`config.mk`:
```
export PLATFORM = sky130hd
export DESIGN_NAME = clk_mode_ctrl
export DESIGN_NICKNAME = d
export VERILOG_FILES = /design/src/rtl/cmc_pkg.sv /design/src/rtl/ref_pick.sv /design/src/rtl/hold_avg.sv /design/src/rtl/mode_fsm.sv /design/src/rtl/clk_mode_ctrl.sv
export SDC_FILE = /design/constraint.sdc
export NUM_CORES = 1
export LEC_CHECK = 0
export ABC_AREA = 1
export CAP_MARGIN = 20
export CORE_MARGIN = 2
export CORE_UTILIZATION = 51
export DETAILED_ROUTE_END_ITERATION = 16
export PLACE_DENSITY_LB_ADDON = 0.05
export SYNTH_ARGS = -nofsm -noshare
export SYNTH_HDL_FRONTEND = slang
export SYNTH_HIERARCHICAL = 1
export SYNTH_SLANG_ARGS = --single-unit
```
`constraint.sdc`:
```
create_clock -name clk -period 3.95 [get_ports clk]
set_clock_uncertainty 0.15 [all_clocks]
set_input_delay 1.185 -clock clk [delete_from_list [all_inputs] [get_ports clk]]
set_output_delay 1.185 -clock clk [all_outputs]
set_load 0.03 [all_outputs]
```
`src/rtl/cmc_pkg.sv`:
```
package cmc_pkg;
  typedef enum logic [1:0] {
    MODE_FREE = 2'b00,
    MODE_LOCK = 2'b01,
    MODE_HOLD = 2'b10
  } mode_t;
endpackage

```
`src/rtl/ref_pick.sv`:
```
// Lowest-index picker over a candidate mask.
module ref_pick #(
  parameter int NREF = 4,
  localparam int IW = (NREF > 1) ? $clog2(NREF) : 1
) (
  input  logic [NREF-1:0] cand,
  output logic            found,
  output logic [IW-1:0]   idx
);
  always_comb begin
    found = 1'b0;
    idx   = '0;
    for (int i = NREF - 1; i >= 0; i--) begin
      if (cand[i]) begin
        found = 1'b1;
        idx   = IW'(i);
      end
    end
  end
endmodule

```
`src/rtl/hold_avg.sv`:
```
// Exponential average of the loop word plus a saturating sample counter.
module hold_avg #(
  parameter int FW        = 24,
  parameter int AVG_SHIFT = 6,
  parameter int NOMINAL   = 24'h800000
) (
  input  logic          clk,
  input  logic          rst,
  input  logic          upd_en,
  input  logic          clr_cnt,
  input  logic [FW-1:0] sample,
  output logic [FW-1:0] avg,
  output logic          ready
);
  localparam int CW = AVG_SHIFT + 1;
  localparam logic [FW-1:0] NOM_W = FW'(NOMINAL);

  logic [CW-1:0]        cnt_q;
  logic signed [FW:0]   diff;
  logic signed [FW:0]   step;
  logic [FW-1:0]        avg_nx;

  always_comb begin
    diff   = $signed({1'b0, sample}) - $signed({1'b0, avg});
    step   = diff >>> AVG_SHIFT;
    avg_nx = avg + step[FW-1:0];
  end

  assign ready = cnt_q[AVG_SHIFT];

  always_ff @(posedge clk) begin
    if (rst) begin
      avg   <= NOM_W;
      cnt_q <= '0;
    end else if (clr_cnt) begin
      cnt_q <= '0;
    end else if (upd_en) begin
      avg <= avg_nx;
      if (!cnt_q[AVG_SHIFT]) cnt_q <= cnt_q + 1'b1;
    end
  end
endmodule

```
`src/rtl/mode_fsm.sv`:
```
// Free-run / locked / holdover sequencing and reference choice.
module mode_fsm
  import cmc_pkg::*;
#(
  parameter int NREF = 4,
  localparam int IW = (NREF > 1) ? $clog2(NREF) : 1
) (
  input  logic            clk,
  input  logic            rst,
  input  logic [NREF-1:0] ref_valid,
  input  logic            sel_fail,
  input  logic            hold_ready,
  output mode_t           mode,
  output logic [IW-1:0]   sel,
  output logic            switch_req,
  output logic            upd_en,
  output logic            clr_cnt
);
  logic [NREF-1:0] other_mask;
  logic            any_found, oth_found;
  logic [IW-1:0]   any_idx, oth_idx;

  always_comb begin
    for (int i = 0; i < NREF; i++) other_mask[i] = ref_valid[i] && (IW'(i) != sel);
  end

  ref_pick #(.NREF(NREF)) u_pick_any (.cand(ref_valid),  .found(any_found), .idx(any_idx));
  ref_pick #(.NREF(NREF)) u_pick_oth (.cand(other_mask), .found(oth_found), .idx(oth_idx));

  assign upd_en  = (mode == MODE_LOCK) && !sel_fail;
  assign clr_cnt = (mode == MODE_LOCK) && sel_fail && !hold_ready;

  always_ff @(posedge clk) begin
    if (rst) begin
      mode       <= MODE_FREE;
      sel        <= '0;
      switch_req <= 1'b0;
    end else begin
      switch_req <= 1'b0;
      unique case (mode)
        MODE_FREE: if (any_found) begin
          mode       <= MODE_LOCK;
          sel        <= any_idx;
          switch_req <= 1'b1;
        end
        MODE_LOCK: if (sel_fail) begin
          mode <= hold_ready ? MODE_HOLD : MODE_FREE;
        end
        MODE_HOLD: if (oth_found) begin
          mode       <= MODE_LOCK;
          sel        <= oth_idx;
          switch_req <= 1'b1;
        end
        default: mode <= MODE_FREE;
      endcase
    end
  end
endmodule

```
`src/rtl/clk_mode_ctrl.sv`:
```
module clk_mode_ctrl
  import cmc_pkg::*;
#(
  parameter int NREF      = 4,
  parameter int FW        = 24,
  parameter int AVG_SHIFT = 6,
  parameter int NOMINAL   = 24'h800000,
  localparam int IW = (NREF > 1) ? $clog2(NREF) : 1
) (
  input  logic            clk,
  input  logic            rst,
  input  logic [NREF-1:0] ref_valid,
  input  logic            sel_fail,
  input  logic [FW-1:0]   loop_freq,
  input  logic [FW-1:0]   cal_offset,
  output logic [1:0]      mode_o,
  output logic [FW-1:0]   freq_o,
  output logic [IW-1:0]   sel_ref_o,
  output logic            switch_req_o
);
  localparam logic [FW-1:0] NOM_W = FW'(NOMINAL);

  mode_t         mode;
  logic          upd_en, clr_cnt, ready;
  logic [FW-1:0] avg;
  logic [FW-1:0] free_word;

  assign free_word = NOM_W + cal_offset;

  mode_fsm #(.NREF(NREF)) u_fsm (
    .clk(clk), .rst(rst), .ref_valid(ref_valid), .sel_fail(sel_fail),
    .hold_ready(ready), .mode(mode), .sel(sel_ref_o), .switch_req(switch_req_o),
    .upd_en(upd_en), .clr_cnt(clr_cnt)
  );

  hold_avg #(.FW(FW), .AVG_SHIFT(AVG_SHIFT), .NOMINAL(NOMINAL)) u_avg (
    .clk(clk), .rst(rst), .upd_en(upd_en), .clr_cnt(clr_cnt),
    .sample(loop_freq), .avg(avg), .ready(ready)
  );

  assign mode_o = mode;

  always_ff @(posedge clk) begin
    if (rst) begin
      freq_o <= NOM_W;
    end else begin
      unique case (mode)
        MODE_FREE: freq_o <= free_word;
        MODE_LOCK: freq_o <= !sel_fail ? loop_freq : (ready ? avg : free_word);
        MODE_HOLD: freq_o <= avg;
        default:   freq_o <= free_word;
      endcase
    end
  end
endmodule

```
==> results of run 1 <==
worst max path at each step:
| stage | slack (ns) | to | startpoint | cells past startpoint |
|---|---|---|---|---|
| finish | -0.15 | u_avg/avg[23] | loop_freq[19] | 20 |
| global route | -0.19 | u_avg/avg[23] | loop_freq[18] | 20 |
| CTS | 0.0004 | u_avg/avg[19] | loop_freq[4] | 19 |
| detailed placement | -0.72 | u_avg/avg[18] | loop_freq[5] | 20 |
| global placement | -0.69 | u_avg/avg[18] | loop_freq[5] | 20 |
| floorplan | 0.13 | u_avg/avg[18] | loop_freq[5] | 18 |
power groups by stage:
| stage | Combinational (mW) | Sequential [mW] | Clock (mW) |
|---|---|---|---|
| CTS | 1.81 | 0.693 | 0.882 |
| detailed placement | 1.54 | 0.703 | 0 |
| finish | 2.31 | 0.697 | 0.886 |
| global route | 2.43 | 0.700 | 0.918 |
| global placement | 1.53 | 0.701 | 0 |
| floorplan | 0.826 | 0.742 | 0 |
placed cells by master (no fill, tap or decap), types with 12 or more instances in the layout:
master | synthesis | routed
o21ai_1 | 31 | 39
dfxtp_1 | 60 | 59
nor2_1 | 100 | 74
clkdlybuf4s50_1 | 0 | 59
nand2_2 | 9 | 52
nor2_2 | 4 | 17
inv_1 | 160 | 152
o21ai_0 | 49 | 37
nand2_1 | 279 | 225
a21oi_1 | 115 | 85
nand3_1 | 39 | 30
nor2_4 | 1 | 14
buf_4 | 1 | 151
ha_4 | 0 | 40
nand4_1 | 12 | 12
a21oi_2 | 5 | 26
sequential cells by signal (all words and copies together), names as in the netlist:
register,cells
u_avg/avg,24
u_avg/cnt_q,7
u_fsm/sel,2
u_fsm/mode,2
u_fsm/switch_req,1
freq_o,24
cells by family (layout without fill, tap and decap cells):
group / Yosys count / count (layout) / share of synthesized area
fa+ha+maj: 53 / 53 / 0.111
buf+inv: 191 / 418 / 0.125
simple gates: 466 / 466 / 0.319
flops: 60 / 60 / 0.199
compound gates: 229 / 229 / 0.206
xor+xnor: 28 / 28 / 0.0406
worst reg2reg max path: cells and delay by family (launching register included):
kind / cells / cell delay (ns)
AO/OA/AOI/OAI: 1 / 0.16
XOR/XNOR: 1 / 0.27
adder cells (fa/ha/maj): 2 / 0.58
buffers and inverters: 2 / 0.25
flip-flops: 1 / 0.48
AND/OR/NAND/NOR: 14 / 1.73
Yosys cell counts (all sizes together) (14+ instances only):
cell and count:
buf 14, nand2 289, nor3 16, ha 52
nand3 41, dfxtp 60, a21oi 121, inv 164
nor2 105, o21ai 83, xor2 19
through the flow:
stage	cell area [um^2]	instances	setup WS (ns)	utilization	setup TNS, ns
2_1_floorplan	6040	1027	0.134	-	0
3_3_place_gp	7850	1351	-0.692	0.685	-12.34
3_5_place_dp	7850	1351	-0.716	0.685	-12.87
4_1_cts	8950	1377	0.000353	0.780	0
5_1_grt	9820	1397	-0.193	0.856	-1.68
6_report	9820	1397	-0.154	0.856	-0.779
metal layers:
metal,track usage,part of all wire
met1,0.403,0.36
met2,0.562,0.47
met3,0.0407,0.093
met4,0.213,0.083
met5,0,0
final cells by class:
| cell class | instances | area, um^2 |
|---|---|---|
| multi-input cells | 776 | 5520 |
| repair buffers | 238 | 1970 |
| fillers | 650 | 1650 |
| flip-flops and latches | 60 | 1200 |
| inverters | 165 | 626 |
| clock buffers | 11 | 243 |
| well taps | 143 | 179 |
| clock inverters | 4 | 73.8 |
repair_timing:
| item | 4_1_cts | 5_1_grt |
|---|---|---|
| setup buffers | 11 | 20 |
| resized for setup | 144 | 187 |
| pin swaps | 35 | 108 |
| setup endpoints to repair | 20 | 21 |
| hold endpoints to repair | 0 | 0 |
==> results.ini, run 1 <==
[setup_path]
rr_endpoint=u_avg/avg[23]
timing.rr.start=u_avg/avg[18]
worstSetupEndpointType=flop
cp_max_fo=3
cpPeakStageDelay_ns=0.30
r2r_cells=20
cp.arrival_ns=4.17
cp-start-kind=input pin
path_cells=dlymetal6s2s_1 -> ha_4 -> nand2_1 -> nor2_2 -> inv_1 -> nor2_2 -> nand4_1 -> nand3_4 -> xor2_4 -> ha_4 -> nand2_1 -> nand2_1 -> a21oi_2 -> nand2_2 -> nand2_2 -> nand3_4 -> nand3_2 -> nand3_1 -> nand2_1 -> nand3_1
required_ns=4.01
cpMaxStageDelayCell=ha_4
cpMostUsedCell=nand2_1
path_class=input pin to flop
rrSetupSlack_ns=0.20
cp_top_family=simple AND/OR/NAND/NOR gates
crit_buf_inv=2

[flow_run]
drv_cap=0

[drt]
wl_per_cell_um=18.7
vias=8262
viasPerCell=5.91
drt_first_pass_iters=8
drtIter0Drc=1108
drc_errors=0
routed_wl_um=26100
postRouteAntennaNets=0

[synthesis]
ys_seq_area_frac=0.199
synth_edf_count=0
synthArstFlopShare=0
syn_avg_cell_area_um2=5.88
syn-cell-area_um2=6040
yosysWarnings=6
synthCells=1027
ys.flop_type=dfxtp_1
ys_seq_elements=60
ys_types=39
yosys.area.top_type=dfxtp_1
yosys.area.top_type_share=0.199
synthesis.nets=1135
ys_top_cells_by_area=dfxtp_1 20%, nand2_1 17%, ha_1 11%

[pwr]
finalPower_mw=3.90
p_sw_mw=1.64
p_clk_frac=0.227
pwr-share-comb=0.594
vdd_drop_max_mv=0.448
seqPwrFrac=0.179
powerDensity_nw_per_um2=397
leakagePower_nw=4.50
p_sw_frac=0.420
internal_power_mw=2.26

[hold_path]
hp-start=u_avg/cnt_q[0]
min_path_type=flop to flop
hold_path_depth=1
holdPathEnd=u_avg/cnt_q[0]

[timing]
grt_setup_unrepaired=true
hold_ws_ns=0.338
drv_slew=0
setup_viol=10
setup_slack_ns=-0.154
finalCritPeriodShare=1.04
slew_headroom=0.306
final_period_minus_worst_setup_slack_ns=4.10
hold_viol=0
max_freq_mhz=244
worst_pin_slew_ns=1.04

[global_routing]
antenna_found_initial=0
grt_first_pass_wirelength_um=34200
grt_pass1_vias=7167
grt_max_degree=53
grt_usage=0.334
overflow=0

[clock_network]
cts_tree=done
ctsRootBufferMaster=clkbuf_16
clock-sinks=60
cts_made_buffers=9
cts_max_path_buffers=2
ctsHtreeMaxLevel=3
hold_buffers=0
path_clk_slew_ns=0.06
insertion_delay_ns=0.36

[finish]
area_growth_pct=62.5
n_antenna_cell=0
nets=1358
drive_gt1_frac=0.333

[die]
die_x_um=113
die_h_um=113
design.core.area_um2=11500
rows=39
start_util=0.527
io_pins=84
die_area_um2=12700

[status]
violations=negative setup slack
status=complete, but fails checks

[place]
dp_hpwl_um=15400
io_buffers=83
gp_congestion=0.982

Power figures use the tool's default switching activity.
==> inputs of run 2 (changes only) <==
- CORE_MARGIN: 2 -> 1
==> run 2 against run 1 <==
Compared with the run above:
- via count fell by 2.8%
- sequential share of layout area grew 0.32 points
- the flow still finishes with violations (negative setup slack)
- wire length decreased by 5.1%
- highest routed layer unchanged
- global-route usage rose by 0.54 points
==> results.ini, run 2 (synthesis gave the netlist of run 1 again) <==
[status]
status=complete, but fails checks
violations=negative setup slack

[global_routing]
grt_pass1_vias=7045
gr-usage-met1=0.404
grt_max_degree=52
busiest_layer=met2
overflow=0
grtUsageMet3=0.0569
grt_usage=0.339
antenna_found_initial=0
grt_first_pass_wirelength_um=33600
grt_use_met2=0.595

[clock_network]
ctsRootBufferMaster=clkbuf_16
clock-sinks=60
cts_max_path_buffers=2
cts_tree=done
ctsHtreeMaxLevel=3
hold_buffers=0
insertion_delay_ns=0.35
cts_made_buffers=9
path_clk_slew_ns=0.06

[timing]
max_freq_mhz=248
tns_ns=-0.294
grt_setup_unrepaired=true
worst_pin_slew_ns=1.03
slew_headroom=0.314
drv_slew=0
final_period_minus_worst_setup_slack_ns=4.04
setup_slack_ns=-0.0869
setup_viol=6
hold_viol=0
finalCritPeriodShare=1.02

[setup_path]
path_cells=clkdlybuf4s15_1 -> ha_4 -> nand2_1 -> inv_1 -> a21oi_2 -> o21ai_2 -> buf_6 -> a21oi_4 -> xnor2_2 -> ha_1 -> nand2_2 -> buf_4 -> nor2_2 -> nand3_2 -> nand2_2 -> buf_4 -> xor2_1 -> o21ai_0 -> inv_1
cp.arrival_ns=4.12
required_ns=4.03
rr_endpoint=u_avg/avg[7]
worstSetupEndpointType=flop
timing.rr.start=u_avg/avg[10]
r2r_cells=19
cpPeakStageDelay_ns=0.35
cp.depth=19
cpMaxStageDelayCell=ha_1
crit_buf_inv=6
path_class=input pin to flop
cp_top_family=buffers and inverters
cp_max_fo=3
cp-start-kind=input pin
rrSetupSlack_ns=0.26

[hold_path]
hold_path_depth=1
min_path_type=flop to flop
hp-start=u_avg/cnt_q[0]
holdPathEnd=u_avg/cnt_q[0]

[die]
start_util=0.527
io_pins=84
die_h_um=111
rows=39
design.core.area_um2=11500
die_x_um=111
die_area_um2=12300

[drt]
vias=8028
postRouteAntennaNets=0
viasPerCell=5.75
drc_errors=0
wl_per_cell_um=17.8
drt_first_pass_iters=6
routed_wl_um=24800
drtIter0Drc=960

[finish]
multi_input_area_um2=5290
layout_common_cells=240 x nand2_1, 155 x inv_1, 148 x buf_4, 89 x a21oi_1, 76 x nor2_1
regArea_um2=1200
nets=1355
area_growth_pct=58.4
final_common_cell=nand2_1
finish.instance_area_um2=9570
top_regs=freq_o (24), u_avg/avg (24), u_avg/cnt_q (7)
n_antenna_cell=0
fillers=744
drive_gt1_frac=0.311

[place]
dpl_cell_area_um2=7910
gp_congestion=1.05
io_buffers=83
dp_hpwl_um=15500

[pwr]
vdd_drop_max_mv=0.326
leakagePower_nw=4.46
powerDensity_nw_per_um2=390

[flow_run]
drv_cap=0

## run 2: layout make-up
| class | count | area share |
|---|---|---|
| Clock inverter | 5 | 0.00876 |
| Timing Repair Buffer | 235 | 0.203 |
| Inverter | 165 | 0.0651 |
| Multi-Input combinational cell | 776 | 0.552 |
| Sequential cell | 60 | 0.126 |
| Tap cell | 143 | 0.0187 |
| Clock buffer | 11 | 0.0264 |
## run 2: worst max-delay path by stage
stage / from / end / slack (ns)
after CTS: loop_freq[21] / u_avg/avg[20] / 0.01
after detailed placement: loop_freq[11] / u_avg/avg[23] / -0.75
after global routing: loop_freq[4] / u_avg/avg[7] / -0.17
after global placement: loop_freq[11] / u_avg/avg[23] / -0.77
final: loop_freq[4] / u_avg/avg[7] / -0.09
after floorplan: loop_freq[5] / u_avg/avg[18] / 0.13
## run 2: where the power goes
part           leakage (nW)  switching [mW]  internal (mW)
combinational          3.80            1.17          0.956
sequential            0.495          0.0472          0.652
clock                 0.158           0.320          0.588
total                  4.46            1.54           2.20
## run 2: metrics by stage
stage	util	std cells	power [mW]	setup WS (ns)	hold WS (ns)
floorplan	-	1027	1.57	0.134	0.297
global placement	0.690	1357	2.24	-0.774	0.316
detailed placement	0.690	1357	2.25	-0.745	0.331
CTS	0.772	1380	3.34	0.0100	0.339
global route	0.835	1395	3.88	-0.174	0.360
finish	0.835	1395	3.74	-0.0869	0.345
## run 2: metal layers
| layer | wire length (um) | vias up |
|---|---|---|
| li1 | - | 3731 |
| met1 | 9160 | 3605 |
| met2 | 11900 | 538 |
| met3 | 2090 | 154 |
| met4 | 1650 | 0 |
| met5 | 0 | - |
## run 2: timing repair
| item | CTS | global route |
|---|---|---|
| endpoints found under the setup margin | 20 | 19 |
| hold endpoints to repair | 0 | 0 |
| pin swaps | 37 | 91 |
| buffers inserted | 7 | 15 |
| gates resized for setup | 112 | 171 |
## run 2: worst reg2reg max path, cell delays in order, from the launching register on
cell and delay (ns):
dfxtp_1 0.50, inv_1 0.15, ha_4 0.34, nand2_1 0.15, inv_1 0.10, nand2_1 0.07, nand2_1 0.10, inv_1 0.06
buf_4 0.13, nand2_1 0.11, xor2_2 0.27, ha_4 0.27, nand2_1 0.08, nand2_1 0.13, a21oi_2 0.22, nand2_2 0.11
buf_4 0.16, xor2_1 0.15, o21ai_0 0.26, inv_1 0.07
==> inputs of run 3 (changes only) <==
- CORE_UTILIZATION: 51 -> 61
- clock period: 3.95 -> 5 ns (I/O delays scaled with it)
==> run 3 against run 2 <==
Compared with the run above:
- the run now ends clean
- critical path depth grew 1
- worst hold slack barely moved
- largest power group unchanged
- register-to-register slack better by 1.0 ns
- largest cell class unchanged
==> results.ini, run 3 (synthesis gave the netlist of run 1 again) <==
[drt]
postRouteAntennaNets=0
routed_wl_um=18000
drc_errors=0
drt_first_pass_iters=5
viasPerCell=5.50
wl_per_cell_um=14.3
drtIter0Drc=481
vias=6908

[clock_network]
insertion_delay_ns=0.35
hold_buffers=0
cts_made_buffers=9
clock-sinks=60
ctsHtreeMaxLevel=3
cts_tree=done
path_clk_slew_ns=0.08
cts_max_path_buffers=2
ctsRootBufferMaster=clkbuf_8

[finish]
nets=1229
area_growth_pct=21.0
final_common_cell=nand2_1
fillers=789
top_regs=freq_o (24), u_avg/avg (24), u_avg/cnt_q (7)
n_antenna_cell=0
layout_common_cells=279 x nand2_1, 160 x inv_1, 114 x a21oi_1, 99 x nor2_1, 83 x clkdlybuf4s50_1
drive_gt1_frac=0.0710

[global_routing]
overflow=0
grt_max_degree=53
grt_usage=0.363
grt_pass1_vias=6485
grt_first_pass_wirelength_um=29600
antenna_found_initial=0

[timing]
hold_viol=0
drv_slew=0
finalCritPeriodShare=0.955
max_freq_mhz=209
slew_headroom=0.353
grt_setup_unrepaired=false
final_period_minus_worst_setup_slack_ns=4.78
setup_viol=0
worst_pin_slew_ns=0.971
setup_slack_ns=0.225

[setup_path]
cpMaxStageDelayCell=clkdlybuf4s50_1
cp_top_family=simple AND/OR/NAND/NOR gates
cp_max_fo=5
cp.arrival_ns=4.88
cp-start-kind=input pin
cpPeakStageDelay_ns=0.43
cp-startpoint=loop_freq[8]
timing.rr.start=u_avg/avg[9]
worstSetupEndpointType=flop
required_ns=5.10
path_cells=clkdlybuf4s50_1 -> ha_1 -> a21oi_1 -> o21ai_0 -> a211oi_1 -> nand2_1 -> nand2_1 -> nand2_1 -> nand2_1 -> nand2_1 -> ha_1 -> nand2_1 -> nor2_1 -> inv_1 -> nor3_2 -> nand4_1 -> nand4_1 -> nand3_1 -> nand2_1 -> inv_1
cpMostUsedCell=nand2_1
path_class=input pin to flop
crit_buf_inv=3

[place]
gp_congestion=1.12
dp_hpwl_um=14300
io_buffers=83
place_ws_ns=-0.118

[hold_path]
hp-start=u_avg/cnt_q[0]
min_path_type=flop to flop

[die]
die_area_um2=10300
io_pins=84
design.core.area_um2=9420
start_util=0.642
die_h_um=102
die_x_um=102
rows=35

[flow_run]
drv_cap=0

[pwr]
vdd_drop_max_mv=0.163
finalPower_mw=2.04
powerDensity_nw_per_um2=279
leakagePower_nw=3.54

[status]
status=finished, final reports clean

[run 3: changes by cell type in the layout (fill, tap and decap cells not counted), sizes merged]
cell           before  now
clkdlybuf4s15       6    0
clkinvlp            2    0
dlymetal6s2s        5    0
bufinv              2    1
clkbuf             23    9
clkdlybuf4s50      59   83
inv               164  166
dlygate4sd2         1    0
buf               152   26
clkinv              2    5
[run 3: final timing paths]
check | end | cells past startpoint | slack [ns]
max | u_avg/avg[19] | 20 | 0.22
min | u_avg/cnt_q[0] | 1 | 0.34
max reg2reg | u_avg/avg[19] | 19 | 1.27
min reg2reg | u_avg/cnt_q[0] | 1 | 0.34
[run 3: area by class of cell]
type | count | area [um^2] | area share
inverter | 165 | 621 | 0.0848
tap | 129 | 161 | 0.0221
clock inverter | 7 | 75.1 | 0.0103
multi-input combinational | 776 | 4110 | 0.561
sequential | 60 | 1200 | 0.164
clock buffer | 9 | 124 | 0.0169
timing repair buffer | 109 | 1030 | 0.140
[run 3: per-layer routing]
| metal | GRT usage | share of wire |
|---|---|---|
| met1 | 0.455 | 0.43 |
| met2 | 0.624 | 0.47 |
| met3 | 0.0531 | 0.074 |
| met4 | 0.147 | 0.027 |
| met5 | 0 | 0 |
[run 3: power breakdown]
| group | internal [mW] | total, mW | switching (mW) |
|---|---|---|---|
| combinational | 0.392 | 1.02 | 0.631 |
| sequential | 0.514 | 0.547 | 0.0324 |
| clock | 0.234 | 0.473 | 0.239 |
[run 3: what timing repair did]
item                                    CTS  global route
resized for setup                         0             4
endpoints found under the setup margin    0             2
buffers inserted                          0             0
[run 3: per-stage QoR]
step                hold WS [ns]  instances  cell area [um^2]   util  setup TNS [ns]
floorplan                  0.297       1027              6040      -               0
global placement           0.316       1239              7100  0.754          -0.587
detailed placement         0.329       1239              7100  0.754          -0.344
CTS                        0.341       1255              7300  0.775               0
global route               0.375       1255              7310  0.777               0
finish                     0.345       1255              7310  0.777               0
